<file path="src/rtl/tpd_pkg.sv">
package tpd_pkg;

  typedef enum logic {
    SYS_16K = 1'b0,
    SYS_12K = 1'b1
  } tpd_sys_e;

  typedef struct packed {
    logic valid;
    logic good;
  } tpd_verdict_t;

  function automatic int unsigned tpd_max(input int unsigned a, input int unsigned b);
    return (a > b) ? a : b;
  endfunction

endpackage

</file>
<file path="src/rtl/tpd_reset_sync.sv">
module tpd_reset_sync #(
  parameter int unsigned STAGES = 2
) (
  input  logic clk_i,
  input  logic rst_ni,
  output logic rst_sync_no
);
  logic [STAGES-1:0] chain_q;
  logic [STAGES-1:0] chain_d;

  always_comb begin
    chain_d = {chain_q[STAGES-2:0], 1'b1};
  end

  always_ff @(posedge clk_i or negedge rst_ni) begin
    if (!rst_ni) chain_q <= '0;
    else         chain_q <= chain_d;
  end

  assign rst_sync_no = chain_q[STAGES-1];
endmodule

</file>
<file path="src/rtl/tpd_edge_sync.sv">
module tpd_edge_sync #(
  parameter int unsigned STAGES = 2
) (
  input  logic clk_i,
  input  logic rst_ni,
  input  logic async_i,
  output logic rise_o
);
  logic [STAGES-1:0] stage_q;
  logic [STAGES-1:0] stage_d;
  logic              last_q;
  logic              last_d;

  for (genvar g = 0; g < STAGES; g++) begin : g_stage
    if (g == 0) begin : g_first
      always_comb stage_d[g] = async_i;
    end else begin : g_next
      always_comb stage_d[g] = stage_q[g-1];
    end
  end

  always_comb begin
    last_d = stage_q[STAGES-1];
  end

  always_ff @(posedge clk_i or negedge rst_ni) begin
    if (!rst_ni) begin
      stage_q <= '0;
      last_q  <= 1'b0;
    end else begin
      stage_q <= stage_d;
      last_q  <= last_d;
    end
  end

  assign rise_o = stage_q[STAGES-1] & ~last_q;
endmodule

</file>
<file path="src/rtl/tpd_period_meter.sv">
module tpd_period_meter
  import tpd_pkg::*;
#(
  parameter int unsigned ACC16_LO = 218,
  parameter int unsigned ACC16_HI = 230,
  parameter int unsigned TMO16    = 268,
  parameter int unsigned ACC12_LO = 290,
  parameter int unsigned ACC12_HI = 306,
  parameter int unsigned TMO12    = 358,
  localparam int unsigned TMO_MAX = tpd_max(TMO16, TMO12),
  localparam int unsigned CNT_W   = $clog2(TMO_MAX + 1)
) (
  input  logic         clk_i,
  input  logic         rst_ni,
  input  tpd_sys_e     sys_i,
  input  logic         rise_i,
  output tpd_verdict_t verdict_o
);
  logic [CNT_W-1:0] cnt_q, cnt_d;
  logic             armed_q, armed_d;
  tpd_verdict_t     verdict_q, verdict_d;
  logic [CNT_W-1:0] lo_lim, hi_lim, tmo_lim;
  logic             in_band;
  logic             expired;

  always_comb begin
    if (sys_i == SYS_12K) begin
      lo_lim  = CNT_W'(ACC12_LO);
      hi_lim  = CNT_W'(ACC12_HI);
      tmo_lim = CNT_W'(TMO12);
    end else begin
      lo_lim  = CNT_W'(ACC16_LO);
      hi_lim  = CNT_W'(ACC16_HI);
      tmo_lim = CNT_W'(TMO16);
    end
  end

  assign in_band = (cnt_q >= lo_lim) && (cnt_q <= hi_lim);
  assign expired = (cnt_q >= tmo_lim);

  always_comb begin
    cnt_d     = cnt_q;
    armed_d   = armed_q;
    verdict_d = '0;
    if (rise_i) begin
      cnt_d   = CNT_W'(1);
      armed_d = 1'b1;
      if (armed_q) begin
        verdict_d.valid = 1'b1;
        verdict_d.good  = in_band;
      end
    end else if (expired) begin
      cnt_d           = CNT_W'(1);
      armed_d         = 1'b0;
      verdict_d.valid = 1'b1;
      verdict_d.good  = 1'b0;
    end else begin
      cnt_d = cnt_q + CNT_W'(1);
    end
  end

  always_ff @(posedge clk_i or negedge rst_ni) begin
    if (!rst_ni) begin
      cnt_q     <= '0;
      armed_q   <= 1'b0;
      verdict_q <= '0;
    end else begin
      cnt_q     <= cnt_d;
      armed_q   <= armed_d;
      verdict_q <= verdict_d;
    end
  end

  assign verdict_o = verdict_q;
endmodule

</file>
<file path="src/rtl/tpd_follower.sv">
module tpd_follower
  import tpd_pkg::*;
#(
  parameter int unsigned RUN_LEN = 8,
  localparam int unsigned RUN_W  = $clog2(RUN_LEN + 1)
) (
  input  logic         clk_i,
  input  logic         rst_ni,
  input  tpd_verdict_t verdict_i,
  output logic         present_o
);
  logic             present_q, present_d;
  logic [RUN_W-1:0] run_q, run_d;
  logic             run_en;

  assign run_en = verdict_i.valid;

  always_comb begin
    present_d = present_q;
    run_d     = run_q;
    if (run_en) begin
      if (verdict_i.good != present_q) begin
        if (run_q == RUN_W'(RUN_LEN - 1)) begin
          present_d = verdict_i.good;
          run_d     = '0;
        end else begin
          run_d = run_q + RUN_W'(1);
        end
      end else begin
        run_d = '0;
      end
    end
  end

  always_ff @(posedge clk_i or negedge rst_ni) begin
    if (!rst_ni) begin
      present_q <= 1'b0;
      run_q     <= '0;
    end else if (run_en) begin
      present_q <= present_d;
      run_q     <= run_d;
    end
  end

  assign present_o = present_q;
endmodule

</file>
<file path="src/rtl/tpd_tone_detector.sv">
module tpd_tone_detector
  import tpd_pkg::*;
#(
  parameter int unsigned SYNC_STAGES = 2,
  parameter int unsigned ACC16_LO    = 218,
  parameter int unsigned ACC16_HI    = 230,
  parameter int unsigned TMO16       = 268,
  parameter int unsigned ACC12_LO    = 290,
  parameter int unsigned ACC12_HI    = 306,
  parameter int unsigned TMO12       = 358,
  parameter int unsigned RUN_LEN     = 8
) (
  input  logic clk_i,
  input  logic rst_ni,
  input  logic sys_sel_i,
  input  logic tone_i,
  output logic follower_no,
  output logic verdict_valid_o,
  output logic verdict_good_o
);
  logic         rst_n;
  logic         rise;
  tpd_sys_e     sys_q, sys_d;
  tpd_verdict_t verdict;
  logic         present;

  tpd_reset_sync #(.STAGES(2)) u_rst (
    .clk_i      (clk_i),
    .rst_ni     (rst_ni),
    .rst_sync_no(rst_n)
  );

  tpd_edge_sync #(.STAGES(SYNC_STAGES)) u_sync (
    .clk_i  (clk_i),
    .rst_ni (rst_n),
    .async_i(tone_i),
    .rise_o (rise)
  );

  assign sys_d = tpd_sys_e'(sys_sel_i);

  always_ff @(posedge clk_i or negedge rst_n) begin
    if (!rst_n) sys_q <= SYS_12K;
    else        sys_q <= sys_d;
  end

  tpd_period_meter #(
    .ACC16_LO(ACC16_LO), .ACC16_HI(ACC16_HI), .TMO16(TMO16),
    .ACC12_LO(ACC12_LO), .ACC12_HI(ACC12_HI), .TMO12(TMO12)
  ) u_meter (
    .clk_i    (clk_i),
    .rst_ni   (rst_n),
    .sys_i    (sys_q),
    .rise_i   (rise),
    .verdict_o(verdict)
  );

  tpd_follower #(.RUN_LEN(RUN_LEN)) u_follow (
    .clk_i    (clk_i),
    .rst_ni   (rst_n),
    .verdict_i(verdict),
    .present_o(present)
  );

  assign follower_no     = ~present;
  assign verdict_valid_o = verdict.valid;
  assign verdict_good_o  = verdict.good;
endmodule

</file>
<file path="config.mk">
export PLATFORM = sky130hd
export DESIGN_NAME = tpd_tone_detector
export DESIGN_NICKNAME = d
export VERILOG_FILES = /design/src/rtl/tpd_pkg.sv /design/src/rtl/tpd_reset_sync.sv /design/src/rtl/tpd_edge_sync.sv /design/src/rtl/tpd_period_meter.sv /design/src/rtl/tpd_follower.sv /design/src/rtl/tpd_tone_detector.sv
export SDC_FILE = /design/constraint.sdc
export NUM_CORES = 1
export LEC_CHECK = 0
export CELL_PAD_IN_SITES_DETAIL_PLACEMENT = 0
export CELL_PAD_IN_SITES_GLOBAL_PLACEMENT = 1
export CORE_MARGIN = 5
export CORE_UTILIZATION = 50
export DETAILED_ROUTE_END_ITERATION = 8
export PLACE_DENSITY_LB_ADDON = 0.08
export SYNTH_ARGS = -nofsm -noshare
export SYNTH_HDL_FRONTEND = slang
export SYNTH_HIERARCHICAL = 1
export SYNTH_SLANG_ARGS = --single-unit
</file>
<file path="constraint.sdc">
create_clock -name clk_i -period 1.8 [get_ports clk_i]
set_input_delay 0.18 -clock clk_i [delete_from_list [all_inputs] [get_ports clk_i]]
set_output_delay 0.18 -clock clk_i [all_outputs]
set_load 0.02 [all_outputs]
</file>
## Yosys cells after proc, flatten, opt, wreduce, memory -nomap -nowiden

Index checks and enable logic that the tools add are counted.

| word-level totals | value |
|---|---|
| register bits | 23 |
| word-level logic and storage cells | 35 |
| input bits | 4 |
| output and inout port bits | 3 |

| cells by class | value |
|---|---|
| bitwise operators | 3 |
| reduce and logical (&&, ||, !) cells | 3 |
| $lt $le $gt $ge | 3 |
| equal/unequal tests | 2 |
| add/subtract/negate cells | 2 |
| multiplexer cells | 12 |

Operator list:

| operator | count |
|---|---|
| $mux W9 | 4 |
| $ge A9 B9 Y1 | 2 |
| $add A9 B1 Y9 const B | 1 |
| $le A9 B9 Y1 | 1 |
| $mux W4 | 2 |
| $mux W7 | 1 |
| $mux W2 | 3 |
| $add A4 B1 Y4 const B | 1 |
| $eq A4 B3 Y1 const B | 1 |
| $reduce_and A3 Y1 | 1 |
| $mux W1 | 2 |
| $not A1 Y1 | 2 |
| $reduce_bool A2 Y1 | 1 |
| $and A1 B1 Y1 | 1 |
| $logic_and A1 B1 Y1 | 1 |
| $ne A1 B1 Y1 | 1 |

## Depth between registers and ports, before layout

| logic depth | value |
|---|---|
| depth after elaboration | 5 |
| depth in mapped cells | 7 |
| mapped depth without buffers | 6 |

## Modules after synthesis

The synthesis kept the hierarchy.

Modules (own cells, without submodules):

| module | area each (um^2) | cells each | times used | seq. area each (um^2) |
|---|---|---|---|---|
| tpd_period_meter | 808.3 | 84 | 1 | 300.3 |
| tpd_follower | 276.5 | 24 | 1 | 125.1 |
| tpd_edge_sync | 88.8 | 4 | 1 | 75.1 |
| tpd_reset_sync | 53.8 | 3 | 1 | 50.0 |
| tpd_tone_detector | 30.0 | 2 | 1 | 26.3 |

## Least setup slack after synthesis

No wires, ideal clock.

| timing | value |
|---|---|
| path kind | register to register |
| from | register sys_q |
| to | register u_meter.cnt_q[0] |
| cell stages (with the launch flop) | 8 |
| clock period less this slack | 1883 ps |
| data arrival time | 1751 ps |
| library setup time | 131 ps |
| data required time | 1669 ps |
| path buffers | 1 |
| setup slack | -83 ps |
| cells stage by stage | dfstp_2 > inv_1 > ha_1 > nand2_1 > nand3_1 > o211a_1 > buf_6 > or3_1 |

| on the way | value |
|---|---|
| longest elaborated chain between the ends | 4 |

RTL lines:

| item | RTL line | text |
|---|---|---|
| start: declaration | tpd_tone_detector.sv:23 | `tpd_sys_e sys_q, sys_d;` |
| start signal: assignment | tpd_tone_detector.sv:44 | `else sys_q <= sys_d;` |
| $mux W7 | tpd_period_meter.sv:27 | `if (sys_i == SYS_12K) begin` |
| $ge A9 B9 Y1 | tpd_period_meter.sv:39 | `assign expired = (cnt_q >= tmo_lim);` |
| $mux W9 | tpd_period_meter.sv:52 | `end else if (expired) begin` |
| $mux W9 | tpd_period_meter.sv:45 | `if (rise_i) begin` |
| via u_meter.cnt_d[0] | tpd_period_meter.sv:19 | `logic [CNT_W-1:0] cnt_q, cnt_d;` |
| end signal: assignment | tpd_period_meter.sv:68 | `cnt_q <= cnt_d;` |
| end: declaration | tpd_period_meter.sv:19 |  |

The timed path passes the listed nets, and every way through them passes these cells.
A chain may end at the register's enable or synchronous reset.

## Final worst setup path

Ends and elaborated chain as after synthesis.

==> impl_metrics.yaml <==
synthesis:
  ys_ff_latch: 23
  synth_edf_count: 0
  syn_avg_cell_area_um2: 10.7
  synth_top_cell_by_area: "dfrtp_1"
  yosys_warnings: 6
  postSynthNetCount: 134
  synth_top_area_share_pct: 43.8
  netlist_top_cells_area: "dfrtp_1 44%, ha_1 13%, nor3_1 3.6%"
  postSynthCellCount: 117
  synth_common_cells: "22 x dfrtp_1, 13 x ha_1, 10 x nand2_1"
  synth_ff_type: "dfrtp_1"
  syn_area_mm2: 0.00126
  synth_cell_types: 38
  yosysMostFrequentCell: "dfrtp_1"
  ys_seq_area_share_pct: 45.9
  async_reset_ff_share_pct: 100
cts:
  cts_buffer_depth: 2
  root_buffer: "clkbuf_4"
  clock_sinks: 23
  tritoncts: "done"
  clock_latency_ns: 0.31
  h-tree-depth: 1
  path_clk_slew_ns: 0.12
  cts_inserted_buffers: 3
cells_and_area:
  synthToLayoutAreaGrowth_pct: 25.0
  drive_above_1_share_pct: 28.8
  stdcell_count: 169
  diodes: 0
  final_nets: 157
  multi_input_area_um2: 729
  seq_area_um2: 577
  n_fill_cell: 200
worst_hold_path:
  hold_class: "reg -> async"
grt:
  grt_pass1_wl_um: 4060
  antenna_found_initial: 0
  grt_overflow: 0
  grt_pass1_vias: 938
  grtUsageTotal_pct: 14.9
  grt_max_degree: 22
setup_path:
  arrival_ns: 1.97
  setup.worst_path.class: "reg -> reg"
  crit_path_start_kind: "flop"
  endpoint_kind: "flop"
  slowest_stage: "dfstp_2"
  path_cells: "inv_4, ha_4, nand2_2, nand3_2, o211a_1, or3_1"
  cp.required_ns: 2.00
  worstPathMaxFanout: 5
  cpPeakStageDelay_ns: 0.62
pwr:
  p_leak_nw: 0.759
  pwr_density_cell_mw_per_mm2: 784
  ir_drop_v: 0.000759
run:
  maxCapViolCount: 0
die:
  core_mm2: 0.00243
  start_util_pct: 51.7
  die_y_um: 60.2
  rows: 18
  die-area_mm2: 0.00362
  dieWidth_um: 60.2
  ios: 7
routing:
  drc: 0
  via_per_inst: 5.36
  drtAntennaViolNets: 0
  drtIter0Drc: 15
  drt-pass1-iter-count: 4
  vias: 905
  wl_per_cell_um: 14.9
  wl_um: 2520
sta:
  hold_violations: 0
  max_freq_mhz: 565
  setup_viol: 0
  rsz0062_at_grt: "yes"
  period_needed_ns: 1.77
  min_period_over_period_pct: 98.4
  skew_ns: 0.00511
  setup-tns-final_ns: 0
  slew_viol_final: 0
  fin_hold_ws_ns: 0.217
placement:
  dp_hpwl_um: 1740
  dp.cells: 159
  place_congestion: 0.781
  portBuffers: 6
run_status:
  outcome: "completed"
where the power goes:
part / switching [W] / internal, W
Combinational: 0.000201 / 0.000197
Clock: 0.000148 / 0.0000829
Sequential: 0.0000415 / 0.000562
critical path, delay by kind of cell, from the launching register on:
| family | cells | cell delay, ns |
|---|---|---|
| AOI/OAI and AO/OA | 1 | 0.25 |
| adders and majority gates | 1 | 0.23 |
| buffers and inverters | 1 | 0.07 |
| DFF | 1 | 0.62 |
| and+or+nand+nor | 3 | 0.49 |
what timing repair did:
item,4_1_cts,5_1_grt
hold buffers,0,1
resized for setup,1,17
buffers inserted,2,3
cloned,0,0
pin swaps,0,9
hold endpoints to repair,0,2
setup endpoints to repair,4,10
state kept, by name, indices dropped and copies added, names as in the netlist:
name,cells
u_meter/cnt_q,9
u_follow/run_q,4
u_meter/verdict_o,2
u_rst/chain_q,2
u_sync/stage_q,2
sys_q,1
u_follow/present_o,1
u_meter/armed_q,1
u_sync/last_q,1
kinds of logic (layout without fill, tap and decap cells):
group	Yosys count	count (layout)	synth area share, %
buf+inv	8	30	2.98
xor+xnor	7	7	5.47
simple gates	43	43	19.2
compound gates	20	20	11.5
fa+ha+maj	13	13	12.9
mux	2	2	1.69
other cells	1	1	0.298
flops	23	23	45.9
layer usage:
metal / vias up / share of wire [%] / global-route usage (%)
met5: - / 0 / 0
met4: 0 / 0 / 1.90
met3: 0 / 2.7 / 3.89
met2: 9 / 49 / 24.7
met1: 433 / 49 / 20.2
li1: 463 / - / -
layout by cell type, fill, tap and decap left out, types with 3 or more instances in the layout:
cell type and n:
a21o_1 3, buf_4 11, clkbuf_4 3, clkdlybuf4s50_1 6
dfrtp_1 22, ha_1 10, ha_4 3, inv_1 5
nand2_1 8, nand2_2 3, nand3_1 5, nor2_1 3
nor3_1 4, nor3_2 5, o21ai_0 3, xnor2_1 3
xor2_1 3
per-stage QoR:
step	setup WS (ns)	util (%)	power [W]	instance area, µm²
2_1_floorplan	0.00328	-	0.000821	1270
3_3_place_gp	0.0505	58.1	0.000940	1410
6_report	0.0288	64.6	0.00123	1570
4_1_cts	0.0343	60.0	0.00119	1460
5_1_grt	-0.0658	64.6	0.00131	1570
3_5_place_dp	-0.0253	58.1	0.000943	1410
final cells by class:
cell class,instances,area share [%]
inverters,6,1.59
well taps,30,2.39
multi-input cells,86,46.4
clock buffers,3,1.43
repair buffers,20,11.1
flip-flops and latches,23,36.7
clock inverters,1,0.318
final timing paths:
path / from / cells after the start / to / slack (ns)
max: sys_q / 6 / u_meter/cnt_q[0] / 0.03
min: u_rst/chain_q[1] / 1 / u_follow/run_q[2] / 0.22
max reg2reg: sys_q / 6 / u_meter/cnt_q[0] / 0.03
min reg2reg: u_rst/chain_q[1] / 1 / u_follow/run_q[2] / 0.22
max in group asynchronous: rst_ni / 2 / u_rst/chain_q[0] / 1.07
min in group clk_i: sys_sel_i / 1 / sys_q / 0.26
(Power assumes the default switching activity.)
